[src/rtl/utlb_pkg.sv]
package utlb_pkg;
   typedef enum logic {
      UT_IDLE = 1'b0,
      UT_WAIT = 1'b1
   } utlb_state_e;
endpackage

[src/rtl/utlb_match.sv]
module utlb_match #(
   parameter int ENTRIES = 6,
   parameter int VPN_W   = 20,
   parameter int PID_W   = 8,
   localparam int IDX_W  = (ENTRIES > 1) ? $clog2(ENTRIES) : 1
) (
   input  logic [ENTRIES-1:0]            ent_valid,
   input  logic [ENTRIES-1:0]            ent_glob,
   input  logic [ENTRIES-1:0][VPN_W-1:0] ent_vpn,
   input  logic [ENTRIES-1:0][PID_W-1:0] ent_pid,
   input  logic [VPN_W-1:0]              key_vpn,
   input  logic [PID_W-1:0]              key_pid,
   output logic                          hit,
   output logic [IDX_W-1:0]              hit_idx
);
   logic [ENTRIES-1:0] line_hit;

   for (genvar g = 0; g < ENTRIES; g++) begin : g_cmp
      assign line_hit[g] = ent_valid[g] && (ent_vpn[g] == key_vpn) &&
                           (ent_glob[g] || (ent_pid[g] == key_pid));
   end

   // lowest index wins when a global and a private copy overlap
   always_comb begin
      hit_idx = '0;
      for (int i = ENTRIES - 1; i >= 0; i--) begin
         if (line_hit[i]) hit_idx = IDX_W'(i);
      end
   end

   assign hit = |line_hit;
endmodule

[src/rtl/utlb_lru.sv]
module utlb_lru #(
   parameter int ENTRIES = 6,
   localparam int IDX_W  = (ENTRIES > 1) ? $clog2(ENTRIES) : 1
) (
   input  logic               clk,
   input  logic               rst_n,
   input  logic               touch,
   input  logic [IDX_W-1:0]   touch_idx,
   input  logic [ENTRIES-1:0] occupied,
   output logic [IDX_W-1:0]   victim_idx
);
   // age rank per entry: 0 = most recent, ENTRIES-1 = least recent
   logic [ENTRIES-1:0][IDX_W-1:0] age_q;
   logic [IDX_W-1:0]              touched_age;

   assign touched_age = age_q[touch_idx];

   for (genvar g = 0; g < ENTRIES; g++) begin : g_age
      always_ff @(posedge clk) begin
         if (!rst_n) begin
            age_q[g] <= IDX_W'(g);
         end else if (touch) begin
            if (touch_idx == IDX_W'(g))          age_q[g] <= '0;
            else if (age_q[g] < touched_age)     age_q[g] <= age_q[g] + 1'b1;
         end
      end
   end

   always_comb begin
      logic found;
      found      = 1'b0;
      victim_idx = '0;
      for (int i = 0; i < ENTRIES; i++) begin
         if (!found && !occupied[i]) begin
            victim_idx = IDX_W'(i);
            found      = 1'b1;
         end
      end
      if (!found) begin
         for (int i = 0; i < ENTRIES; i++) begin
            if (age_q[i] == IDX_W'(ENTRIES - 1)) victim_idx = IDX_W'(i);
         end
      end
   end
endmodule

[src/rtl/utlb_cache.sv]
module utlb_cache
   import utlb_pkg::*;
#(
   parameter int ENTRIES = 6,
   parameter int VPN_W   = 20,
   parameter int PID_W   = 8,
   parameter int PFN_W   = 20,
   parameter int PERM_W  = 4
) (
   input  logic              clk,
   input  logic              rst_n,
   input  logic              req_valid,
   input  logic [VPN_W-1:0]  req_vpn,
   input  logic [PID_W-1:0]  req_pid,
   input  logic              tlb_wr,
   input  logic              pid_wr,
   output logic              done,
   output logic              stall,
   output logic              xcpt,
   output logic [PFN_W-1:0]  rsp_pfn,
   output logic [PERM_W-1:0] rsp_perm,
   output logic              mtlb_req,
   output logic [VPN_W-1:0]  mtlb_vpn,
   output logic [PID_W-1:0]  mtlb_pid,
   input  logic              mtlb_rsp_valid,
   input  logic              mtlb_rsp_hit,
   input  logic [PFN_W-1:0]  mtlb_rsp_pfn,
   input  logic [PERM_W-1:0] mtlb_rsp_perm,
   input  logic              mtlb_rsp_global
);
   localparam int IDX_W = (ENTRIES > 1) ? $clog2(ENTRIES) : 1;

   if (ENTRIES < 2 || ENTRIES > 64) begin : g_bad_entries
      $error("utlb_cache: ENTRIES must lie in 2..64");
   end
   if (VPN_W < 1 || PID_W < 1 || PFN_W < 1 || PERM_W < 1) begin : g_bad_width
      $error("utlb_cache: field widths must be positive");
   end

   logic [ENTRIES-1:0]             ent_valid;
   logic [ENTRIES-1:0]             ent_glob;
   logic [ENTRIES-1:0][VPN_W-1:0]  ent_vpn;
   logic [ENTRIES-1:0][PID_W-1:0]  ent_pid;
   logic [ENTRIES-1:0][PFN_W-1:0]  ent_pfn;
   logic [ENTRIES-1:0][PERM_W-1:0] ent_perm;

   utlb_state_e       state_q;
   logic [VPN_W-1:0]  miss_vpn_q;
   logic [PID_W-1:0]  miss_pid_q;
   logic              drop_q;

   logic              lhit;
   logic [IDX_W-1:0]  lhit_idx;
   logic [IDX_W-1:0]  victim;
   logic              flush, idle, local_hit, local_miss, arrive, fill, touch;
   logic [IDX_W-1:0]  touch_idx;

   utlb_match #(.ENTRIES(ENTRIES), .VPN_W(VPN_W), .PID_W(PID_W)) i_match (
      .ent_valid (ent_valid),
      .ent_glob  (ent_glob),
      .ent_vpn   (ent_vpn),
      .ent_pid   (ent_pid),
      .key_vpn   (req_vpn),
      .key_pid   (req_pid),
      .hit       (lhit),
      .hit_idx   (lhit_idx)
   );

   assign flush      = tlb_wr | pid_wr;
   assign idle       = (state_q == UT_IDLE);
   assign local_hit  = idle && req_valid && lhit;
   assign local_miss = idle && req_valid && !lhit;
   assign arrive     = (state_q == UT_WAIT) && mtlb_rsp_valid;
   assign fill       = arrive && mtlb_rsp_hit && !drop_q && !flush;
   assign touch      = local_hit | fill;
   assign touch_idx  = local_hit ? lhit_idx : victim;

   utlb_lru #(.ENTRIES(ENTRIES)) i_lru (
      .clk        (clk),
      .rst_n      (rst_n),
      .touch      (touch),
      .touch_idx  (touch_idx),
      .occupied   (ent_valid),
      .victim_idx (victim)
   );

   // control sequence
   always_ff @(posedge clk) begin
      if (!rst_n) begin
         state_q    <= UT_IDLE;
         miss_vpn_q <= '0;
         miss_pid_q <= '0;
         drop_q     <= 1'b0;
      end else begin
         case (state_q)
            UT_IDLE: if (local_miss) begin
               state_q    <= UT_WAIT;
               miss_vpn_q <= req_vpn;
               miss_pid_q <= req_pid;
               drop_q     <= flush;
            end
            UT_WAIT: begin
               if (mtlb_rsp_valid) begin
                  state_q <= UT_IDLE;
                  drop_q  <= 1'b0;
               end else if (flush) begin
                  drop_q  <= 1'b1;
               end
            end
            default: state_q <= UT_IDLE;
         endcase
      end
   end

   // entry valid bits
   always_ff @(posedge clk) begin
      if (!rst_n)     ent_valid <= '0;
      else if (flush) ent_valid <= '0;
      else if (fill)  ent_valid[victim] <= 1'b1;
   end

   // entry payload, written only on fill
   always_ff @(posedge clk) begin
      if (fill) begin
         ent_vpn[victim]  <= miss_vpn_q;
         ent_pid[victim]  <= miss_pid_q;
         ent_glob[victim] <= mtlb_rsp_global;
         ent_pfn[victim]  <= mtlb_rsp_pfn;
         ent_perm[victim] <= mtlb_rsp_perm;
      end
   end

   assign done     = local_hit | (arrive && mtlb_rsp_hit);
   assign xcpt     = arrive && !mtlb_rsp_hit;
   assign stall    = local_miss | ((state_q == UT_WAIT) && !mtlb_rsp_valid);
   assign rsp_pfn  = local_hit ? ent_pfn[lhit_idx]  : mtlb_rsp_pfn;
   assign rsp_perm = local_hit ? ent_perm[lhit_idx] : mtlb_rsp_perm;
   assign mtlb_req = (state_q == UT_WAIT);
   assign mtlb_vpn = miss_vpn_q;
   assign mtlb_pid = miss_pid_q;
endmodule

[config.mk]
export PLATFORM = sky130hd
export DESIGN_NAME = utlb_cache
export DESIGN_NICKNAME = d
export VERILOG_FILES = /design/src/rtl/utlb_pkg.sv /design/src/rtl/utlb_match.sv /design/src/rtl/utlb_lru.sv /design/src/rtl/utlb_cache.sv
export SDC_FILE = /design/constraint.sdc
export NUM_CORES = 1
export LEC_CHECK = 0
export BUFFER_PORTS_ARGS = -buffer_cell sky130_fd_sc_hd__buf_2
export CAP_MARGIN = 10
export CORE_MARGIN = 3
export CORE_UTILIZATION = 50
export CTS_BUF_LIST = sky130_fd_sc_hd__clkbuf_4
export DETAILED_ROUTE_END_ITERATION = 8
export PLACE_DENSITY = 0.68
export SYNTH_ARGS = -nofsm -noshare
export SYNTH_HDL_FRONTEND = slang
export SYNTH_HIERARCHICAL = 1
export SYNTH_SLANG_ARGS = --single-unit
[constraint.sdc]
create_clock -name clk -period 5.8 [get_ports clk]
set_clock_uncertainty 0.15 [all_clocks]
set_input_delay 0.29 -clock clk [delete_from_list [all_inputs] [get_ports clk]]
set_output_delay 0.29 -clock clk [all_outputs]
set_load 0.02 [all_outputs]
Yosys cells after proc, flatten, opt, wreduce, memory -nomap -nowiden --
Cells that the tools add are included.
Word-level totals: output and inout bits 56, word-level logic and storage cells 213, bits in registers 372, input bits 60
Operators by class: equal/unequal tests 25, add/sub/neg operators 6, multiplexer cells 65, bitwise logic cells 7, $lt $le $gt $ge 10, reductions and logical operators 64
Operator list (number):
- 120-bit bitwise mux | 2
- 20-bit equality test | 6
- 3-bit 2-to-1 mux | 29
- 20-bit binary-select mux with 3-bit select | 1
- 20-bit demux with 3-bit select | 1
- 20-bit 2-to-1 mux | 3
- 48-bit bitwise mux | 1
- 8-bit equality test | 6
- 1-bit logical AND | 27
- 24-bit bitwise mux | 1
- 8-bit demux with 3-bit select | 1
- 3-bit equality test (second input constant) | 8
- 3-bit by 1-bit adder with 3-bit output (second input constant) | 6
- 3-bit less-than comparator | 6
- 2-bit AND reduction | 8
- 1-bit logical NOT | 14
- 1-bit 2-to-1 mux | 13
- 4-bit binary-select mux with 3-bit select | 1
- 4-bit demux with 3-bit select | 1
- 3-bit by 4-bit less-than comparator with 1-bit output (second input constant) | 3
- 4-bit 2-to-1 mux | 3
- 2-bit nonzero test | 6
- 3-bit binary-select mux with 3-bit select | 1
- 8-bit 2-to-1 mux | 1
- 16 further kinds | 28

Logic depth before layout (Yosys ltp) --
Gate-level depths: netlist of run 1.
depth after elaboration 28, depth in mapped cells 23

Hierarchy --
Netlist of run 1, hierarchy kept.
Modules (own cells, without submodules):
- utlb_cache | cells each 636, times used 1, area each 12369.4 um^2
- utlb_match | cells each 272, times used 1, area each 2082.0 um^2
- utlb_lru | cells each 217, times used 1, area each 1731.7 um^2

Worst setup path before layout of run 1 --
OpenSTA, ideal clock, no wires.
kind reg2reg, from register, netlist name i_lru/age_q[16], to register ent_glob[2], enable pin, cell stages (with the launch flop) 9, slack -137 ps, required time 5107 ps, path buffers 0, arrival 5244 ps, cells stage by stage dfxtp_1 -> inv_1 -> ha_1 -> nand2_1 -> nand3_1 -> a21oi_1 -> nand2_1 -> a31oi_1 -> nor3b_1
RTL lines:
- to (signal, indexed assignment) | RTL line utlb_cache.sv:127 | ent_glob[victim] <= mtlb_rsp_global;
- to (decl) | RTL line utlb_cache.sv:41 | logic [ENTRIES-1:0] ent_glob;

Worst setup path in the final report of run 1 --
from register ent_vpn[103] (netlist name), to register i_lru/age_q[11] (netlist name)
RTL lines:
- from (decl) | RTL line utlb_cache.sv:42 | logic [ENTRIES-1:0][VPN_W-1:0] ent_vpn;
- from (signal, indexed assignment) | RTL line utlb_cache.sv:125 | ent_vpn[victim] <= miss_vpn_q;
- 20-bit equality test * | RTL line utlb_match.sv:19 | assign line_hit[g] = ent_valid[g] && (ent_vpn[g] == key_vpn) &&
- 1-bit logical AND * (2 in a row) | RTL line utlb_match.sv:19
- 6-bit OR reduction * | RTL line utlb_match.sv:31 | assign hit = |line_hit;
- named net lhit | RTL line utlb_cache.sv:52 | logic lhit;
- 1-bit logical AND * | RTL line utlb_cache.sv:71 | assign local_hit = idle && req_valid && lhit;
- 3-bit 2-to-1 mux * | RTL line utlb_cache.sv:76 | assign touch_idx = local_hit ? lhit_idx : victim;
- named net touch_idx[1] | RTL line utlb_cache.sv:56 | logic [IDX_W-1:0] touch_idx;
- 3-bit binary-select mux with 3-bit select | RTL line utlb_lru.sv:16 | assign touched_age = age_q[touch_idx];
- 3-bit 2-to-1 mux (not written as such) | RTL line utlb_lru.sv:16
- 3-bit less-than comparator | RTL line utlb_lru.sv:24 | else if (age_q[g] < touched_age) age_q[g] <= age_q[g] + 1'b1;
- 2-bit nonzero test (no line)
- 2-bit AND reduction (no line)
- to (signal, indexed assignment) | RTL line utlb_lru.sv:21 | age_q[g] <= IDX_W'(g);
- to (decl) | RTL line utlb_lru.sv:13 | logic [ENTRIES-1:0][IDX_W-1:0] age_q;
Mark *: on every way through the listed nets, which the timed path passes. The rest lies on a longest branch. The select of a mux whose other input is x is not followed. A chain may end at the register's enable or synchronous reset.

==> flow_summary.toml, run 1 <==
[sta]
finalSetupTns_ps = 0
fin_crit_sh_pct = 92.6
setup_viol = 0
rsz0062_at_grt = "false"
finalHoldViolations = 0
post-route-min-period_ps = 5370
timing.final.max_slew_violations = 0
slew_headroom_pct = 38.1
timing.fmax_mhz = 186
worst_pin_slew_ps = 929

[floorplanning]
start_util_pct = 51.0
die_h_um = 186
num_rows = 65
die_w_um = 186
core_sq_um = 31700
io_pins = 116
die_area_sq_um = 34600

[clocking]
post_cts_resized = 0
clk_latency_ps = 730
clockBufferDepth = 3
cts.clk_slew.worst_paths_ps = 70
cts_max_level = 3
clockRootBuffer = "clkbuf_4"
cts_tree = "done"
cts.sinks = 372
cts_buffers = 95

[final_layout]
fin_nets = 1441
area_growth_pct = 17.3
mostFrequentLayoutCells = "edfxtp_1, xor2_1, clkbuf_4"
layout_commonest_cell = "edfxtp_1"
n_fill_cell = 2541
drive_above_1_share_pct = 26.3

[pwr]
power_uw = 5400
power_leakage_uw = 0.00689
p_switching_uw = 1200
switching_share_pct = 22.3
vdd_drop_max_uv = 177
p_seq_share_pct = 54.5
p_comb_share_pct = 4.9
p_int_uw = 4200
p_per_area_nw_per_um2 = 285
pwr-share-clk_pct = 40.6

[routing]
wl_um = 37500
ant_nets = 0
drtIter0Drc = 786
drc = 0
drt-pass1-iter-count = 5
vias = 10200
detail_route.vias_per_cell = 5.54
wire_per_inst_um = 20.5

[synthesis]
synth_area_leader_cell = "edfxtp_1"
ys.flop_type = "edfxtp_1"
synth_edf_count = 318
yosys_warnings = 6
synth_top_area_share_pct = 59.0
synth_cell_types = 69
synth_seq_cells = 372
synth_cells = 1125
avgSynthCellArea_sq_um = 14.4
synth_nets = 1209
synthArstFlopShare_pct = 0
seq_area_frac_synth_pct = 65.7
synth_area_leaders = "edfxtp_1, xor2_1, dfxtp_1"
netlist_area_sq_um = 16200

[placed_design]
place_hpwl_um = 22900
routabilityCongestion = 0.845
io_buffers = 115

[hold_path]
hp-class = "input pin to register"
hold-path-cell-count = 2

[worst_setup_path]
critPathMaxFanout = 29
cp.required_ps = 6280
critical_path_class = "register to register"
crit_arrival_ps = 5850
rr_worst_depth = 18
cp-end-kind = "register"
cp-start-kind = "register"

[outcome]
status = "complete, no violations"

[grt]
grt_overflow = 0
grt_max_degree = 48
grt_pass1_wl_um = 58200
grt_pass1_vias = 10400
antenna_found_initial = 3
gr-usage-all-layers_pct = 22.1

[job]
cap_violations = 0
==> routing by layer <==
metal	wire length, um	global-route usage, %	vias to the layer above
met1	16300	30.1	5037
met3	2630	5.47	74
li1	-	-	4736
met5	13	0	-
met4	876	8.10	2
met2	17700	34.8	318
==> cell usage after synthesis (4+ instances only) <==
cell type / number
mux4_2: 23
nor2_1: 62
o22ai_1: 4
xor2_1: 158
nor4_1: 33
buf_4: 8
edfxtp_1: 318
nand2b_1: 5
or2_2: 4
xnor2_1: 10
a21oi_1: 26
buf_6: 6
clkbuf_1: 31
nand3_1: 13
o21a_1: 12
a21o_1: 4
a221oi_2: 14
nand3b_1: 5
ha_1: 24
a221oi_1: 7
dfxtp_1: 54
nand2_1: 98
a21boi_0: 28
mux2i_1: 11
o21ai_0: 17
nand4_1: 9
buf_2: 13
o31a_1: 4
inv_1: 18
nor3_1: 14
mux2_2: 21
a31oi_1: 5
==> logic make-up after synthesis <==
family / count (synthesis) / share of synthesized area (%)
flip-flops: 372 / 65.7
XOR/XNOR: 168 / 9.09
multiplexers: 56 / 5.41
AND/OR/NAND/NOR: 265 / 7.85
buffers and inverters: 80 / 2.42
adder cells (fa/ha/maj): 24 / 1.86
AO/OA/AOI/OAI: 160 / 7.69
==> what timing repair did <==
| item | in CTS | in global routing |
|---|---|---|
| hold buffers | 58 | 0 |
| setup endpoints to repair | 0 | 0 |
| buffers inserted | 0 | 0 |
| endpoints found under the hold margin | 186 | 0 |
==> critical path, stage by stage, from the launching register on <==
cell	delay, ps
edfxtp_1	390
xor2_1	160
nor4_2	470
nand4_1	220
or4_1	580
o31a_2	150
nand2_1	130
and3b_1	190
buf_4	370
nand2_1	100
nand2_1	150
mux4_2	310
a21oi_1	460
ha_1	340
a21o_1	190
a21oi_1	130
o31ai_1	140
or4_1	500
a31oi_1	160
==> state kept, by name, indices dropped and copies added, names as in the netlist <==
register,count
drop_q,1
ent_glob,6
ent_perm,24
ent_pfn,120
ent_pid,48
ent_valid,6
ent_vpn,120
i_lru/age_q,18
mtlb_pid,8
mtlb_req,1
mtlb_vpn,20
==> through the flow <==
step	hold WS, ps	area (sq um)	instances	setup slack (ps)	util [%]
2_1_floorplan	239	16200	1125	248	-
3_3_place_gp	360	17200	1604	454	54.2
3_5_place_dp	367	17200	1604	351	54.2
4_1_cts	35.5	19000	1830	440	59.8
5_1_grt	48.4	19000	1834	34.6	59.8
6_report	83.4	19000	1834	431	59.8
==> final cells by class <==
| class | count | area [sq um] | share of cell area, % |
|---|---|---|---|
| clock inverter | 15 | 62.6 | 0.330 |
| multi-input combinational | 673 | 5230 | 27.5 |
| tap | 402 | 503 | 2.65 |
| antenna | 4 | 10.0 | 0.0527 |
| inverter | 19 | 71.3 | 0.376 |
| timing repair buffer | 196 | 1330 | 7.00 |
| clock buffer | 153 | 1150 | 6.05 |
| sequential | 372 | 10600 | 56.0 |
==> power by group through the flow <==
stage	sequential, uW	combinational, uW	clock (uW)
3_3_place_gp	3000	230	0
6_report	2940	266	2190
5_1_grt	2940	289	2410
2_1_floorplan	3000	125	0
4_1_cts	2940	266	2260
3_5_place_dp	3000	232	0
==> final timing paths <==
check,slack [ps],to,startpoint
min,80,i_lru/age_q[14],rst_n
max reg2reg,430,i_lru/age_q[11],ent_vpn[103]
max,430,i_lru/age_q[11],ent_vpn[103]
min reg2reg,370,i_lru/age_q[16],i_lru/age_q[16]
No activity file was read; power rests on OpenSTA's default activity.
==> run 2: changes to the inputs <==
Settings changed: CAP_MARGIN 10 to default, PLACE_DENSITY 0.68 to 0.7, REMOVE_ABC_BUFFERS from default to 1.
==> run 2 against run 1 <==
  * Sequential power hardly changed
  * Combinational power hardly changed
  * Final cell count is 0.49% higher
  * Critical path type unchanged
  * Largest cell class unchanged
==> flow_summary.toml, run 2 (synthesized netlist as in run 1, its figures left out) <==
[final_layout]
instances_no_fill = 1843
layout_commonest_cell = "edfxtp_1"
reg.largest.list = "ent_pfn (120), ent_vpn (120), ent_pid (48)"
area_growth_pct = 17.9
fin_nets = 1440
mostFrequentLayoutCells = "edfxtp_1, clkbuf_4, xor2_1"
drive_above_1_share_pct = 26.6

[worst_setup_path]
cp_slowest_stage_delay_ps = 590
crit_top_cell = "nand2_1"
crit_slowest_cell = "or4_1"
cp.required_ps = 6290
critPathMaxFanout = 29
worstPathCellList = "xor2_1, nor4_2, nand4_1, or4_1, o31a_2, nand2_1, and3b_1, buf_4, nand2_1, nand2_1, mux4_2, a21oi_1, buf_4, ha_1, a21o_1, a21oi_1, o31ai_1, or4_1, a31oi_1"
crit_arrival_ps = 5840
cp-start-kind = "register"
cp-end-kind = "register"
critical_path_class = "register to register"

[routing]
wl_um = 37900
drc = 0
ant_nets = 0
drtIter0Drc = 833
wire_per_inst_um = 20.6
detail_route.vias_per_cell = 5.59
vias = 10300
drt-pass1-iter-count = 5

[clocking]
cts.clk_slew.worst_paths_ps = 70
cts.sinks = 372
hold_buffers = 57
clockRootBuffer = "clkbuf_4"
clockBufferDepth = 3
clk_latency_ps = 720
post_cts_resized = 0
cts_setup_buffers = 0
cts_tree = "done"
cts_max_level = 3
cts_buffers = 94

[placed_design]
routabilityCongestion = 0.848
place_hpwl_um = 23100
dp.cells = 1605
io_buffers = 115

[pwr]
power_uw = 5550
power_leakage_uw = 0.00694
vdd_drop_max_uv = 180
p_per_area_nw_per_um2 = 291

[floorplanning]
die_area_sq_um = 34600
io_pins = 116
start_util_pct = 51.0
core_sq_um = 31700
num_rows = 65
die_w_um = 186
die_h_um = 186

[grt]
grt_pass1_vias = 10300
grt_max_degree = 48
grt_overflow = 0
antenna_found_initial = 3
grt_pass1_wl_um = 57700
gr-usage-all-layers_pct = 22.0

[sta]
slew_headroom_pct = 34.2
finalHoldViolations = 0
fin_crit_sh_pct = 92.3
timing.final.max_slew_violations = 0
timing.fmax_mhz = 187
setup_viol = 0
worst_pin_slew_ps = 987
rsz0062_at_grt = "false"
post-route-min-period_ps = 5350

[outcome]
status = "complete, no violations"

[hold_path]
hp-class = "input pin to register"

[job]
cap_violations = 0
==> run 2: power by group <==
| part | leakage, uW | total [uW] | internal, uW | switching, uW |
|---|---|---|---|---|
| Sequential | 0.00339 | 2940 | 2910 | 27.3 |
| Combinational | 0.00276 | 268 | 102 | 166 |
| Clock | 0.000790 | 2340 | 1320 | 1020 |
| Total | 0.00694 | 5550 | 4330 | 1220 |
==> run 2: worst paths after layout <==
path,slack (ps),endpoint,cells past startpoint,from
max reg2reg,450,i_lru/age_q[11],19,ent_vpn[119]
max,450,i_lru/age_q[11],19,ent_vpn[119]
min reg2reg,380,ent_valid[5],1,ent_valid[5]
min,90,i_lru/age_q[14],2,rst_n
==> run 2: final cells by class <==
type / instances / area, sq um
Sequential cell: 372 / 10600
Multi-Input combinational cell: 673 / 5220
Clock inverter: 20 / 138
Timing Repair Buffer: 196 / 1330
Fill cell: 2458 / 12600
Clock buffer: 158 / 1190
Tap cell: 402 / 503
Antenna cell: 3 / 7.51
Inverter: 19 / 71.3
==> run 2: per-layer routing <==
layer,vias up,wire length [um],global-route usage (%)
li1,4750,-,-
met1,5095,16200,30.2
met2,408,18300,35.0
met3,51,2690,5.06
met4,0,764,7.36
met5,-,0,0
==> run 2: through the flow <==
step	setup TNS [ps]	util [%]	worst slack [ps]	instance area [sq um]	hold slack (ps)
floorplan	-33760	-	-1780	15900	218
global placement	0	54.2	484	17200	357
detailed placement	0	54.2	397	17200	356
CTS	0	60.1	512	19100	39.9
global route	0	60.2	95.3	19100	62.7
finish	0	60.2	446	19100	92.2
==> run 2: worst max-delay path: cells and delay by family (launching register included) <==
family / cells / cell delay [ps]
AOI/OAI and AO/OA: 6 / 990
xor gates and xnor gates: 1 / 170
adders and majority gates: 1 / 240
buffers and inverters: 2 / 550
DFF: 1 / 380
muxes: 1 / 350
and+or+nand+nor: 8 / 2450
==> run 3: changes to the inputs <==
Settings changed: CORE_ASPECT_RATIO from default to 1.1.
==> run 3 against run 2 <==
  * Register-to-register slack hardly changed
  * Non-clock buffer count up 3
  * Die area is essentially flat
  * Sequential cell count unchanged
  * Clock-buffer cell count is 17 lower
  * Setup slack improved by 15 ps
  * Clock power down 9.8%
  * Critical path depth up 1
  * Sequential power barely moved
==> flow_summary.toml, run 3 (synthesized netlist as in run 1, its figures left out) <==
[outcome]
status = "complete, no violations"

[worst_setup_path]
r2r_end = "i_lru/age_q[8]"
r2r_start = "ent_vpn[53]"
crit_arrival_ps = 5840
critical_path_class = "register to register"
critPathMaxFanout = 29
crit_slowest_cell = "or4_1"
cp_slowest_stage_delay_ps = 500
rr_worst_depth = 20
worstPathCellList = "xor2_1, nor4_1, nand4_1, or3_1, nand2_1, nor2_1, nand2_1, and3b_1, buf_4, nand2_1, nand2_1, buf_4, mux4_2, a21oi_1, buf_4, ha_1, a21oi_1, o21ai_2, or4_1, a31oi_1"
cp.required_ps = 6300
r2r_setup_slack_ps = 460
cp-end-kind = "register"
cp-start-kind = "register"
crit_top_cell = "nand2_1"

[pwr]
p_switching_uw = 1190
switching_share_pct = 22.4
p_comb_share_pct = 5.0
vdd_drop_max_uv = 159
pwr-share-clk_pct = 39.6
p_per_area_nw_per_um2 = 280
p_int_uw = 4120
p_seq_share_pct = 55.3
power_leakage_uw = 0.00687

[sta]
finalSetupTns_ps = 0
post-route-min-period_ps = 5340
fin_crit_sh_pct = 92.1
setup_viol = 0
slew_headroom_pct = 28.1
finalHoldViolations = 0
worst_hold_slack_ps = 136
rsz0062_at_grt = "false"
timing.final.max_slew_violations = 0
worst_pin_slew_ps = 1080
timing.fmax_mhz = 187

[hold_path]
min_from = "req_valid"
hp-class = "input pin to register"
min_to = "mtlb_pid[6]"
hold-path-cell-count = 5

[grt]
grt_pass1_wl_um = 58100
grt_overflow = 0
antenna_found_initial = 2
gr-usage-all-layers_pct = 21.9
grt_max_degree = 48
grt_pass1_vias = 10300

[final_layout]
reg.largest.list = "ent_pfn (120), ent_vpn (120), ent_pid (48)"
regArea_sq_um = 10600
layout_commonest_cell = "edfxtp_1"
drive_above_1_share_pct = 25.8
multi_input_area_sq_um = 5230
mostFrequentLayoutCells = "edfxtp_1, xor2_1, clkbuf_4"
area_growth_pct = 17.2
n_fill_cell = 2515
fin_nets = 1439

[floorplanning]
die_area_sq_um = 34600
die_w_um = 178
io_pins = 116
num_rows = 68
core_sq_um = 31700
die_h_um = 195
start_util_pct = 51.1

[placed_design]
io_buffers = 115
routabilityCongestion = 0.848
place_hpwl_um = 23200

[routing]
wire_per_inst_um = 20.3
ant_nets = 0
drtIter0Drc = 777
wl_um = 37500
drc = 0
drt-pass1-iter-count = 5
detail_route.vias_per_cell = 5.48
vias = 10100

[clocking]
cts_max_level = 3
cts_tree = "done"
cts.clk_slew.worst_paths_ps = 70
clockRootBuffer = "clkbuf_4"
clk_latency_ps = 740
cts_buffers = 90
cts.sinks = 372
clockBufferDepth = 3

[job]
cap_violations = 0
==> run 3: power groups by stage <==
stage / Clock, uW / Combinational, uW / Sequential [uW]
6_report: 2110 / 268 / 2940
5_1_grt: 2320 / 290 / 2940
4_1_cts: 2160 / 268 / 2940
3_5_place_dp: 0 / 235 / 3000
3_3_place_gp: 0 / 231 / 3000
2_1_floorplan: 0 / 93.8 / 3000
==> run 3: repair_timing <==
| action | 4_1_cts | 5_1_grt |
|---|---|---|
| endpoints found under the setup margin | 0 | 2 |
| hold endpoints to repair | 190 | 0 |
| gates resized for setup | 0 | 1 |
| buffers inserted | 0 | 0 |
| hold buffers | 59 | 0 |
==> run 3: worst max-delay path, delay by kind of cell, from the launching register on <==
kind	cells	cell delay [ps]
muxes	1	280
xor gates and xnor gates	1	220
DFF	1	380
buffers and inverters	3	760
and+or+nand+nor	10	2480
adders and majority gates	1	270
AOI/OAI and AO/OA	4	760
==> run 3: how the worst max path moves through the flow <==
stage / from / endpoint / slack [ps] / depth (start not counted)
floorplan: ent_vpn[103] / i_lru/age_q[11] / -1780 / 17
global placement: req_vpn[9] / i_lru/age_q[8] / 420 / 21
detailed placement: req_vpn[9] / i_lru/age_q[8] / 320 / 21
CTS: ent_vpn[7] / i_lru/age_q[8] / 410 / 20
global route: ent_vpn[73] / i_lru/age_q[11] / 170 / 20
finish: ent_vpn[53] / i_lru/age_q[8] / 460 / 20
==> run 3: final cells by class <==
cell class	count	share of cell area, %
diodes	2	0.0264
clock buffers	141	5.58
clock inverters	25	0.528
inverters	19	0.376
multi-input cells	673	27.5
flip-flops and latches	372	56.0
well taps	420	2.77
repair buffers	199	7.14
==> run 3: per-stage QoR <==
stage                     cell area, sq um  worst slack, ps  util, %  power, uW  instances
after global routing                 19000              173     59.9       5550       1851
after global placement               17200              424     54.4       3230       1624
after detailed placement             17200              316     54.4       3230       1624
after floorplan                      15900            -1780        -       3100       1064
final                                19000              461     59.9       5320       1851
after CTS                            19000              406     59.9       5370       1849
==> run 3: routing by layer <==
metal | up-vias | routed length (um) | part of all wire (%) | track usage, %
li1 | 4738 | - | - | -
met1 | 5037 | 16100 | 43 | 29.4
met2 | 318 | 18700 | 50 | 36.2
met3 | 54 | 2000 | 5.3 | 4.12
met4 | 0 | 669 | 1.8 | 7.07
met5 | - | 0 | 0 | 0
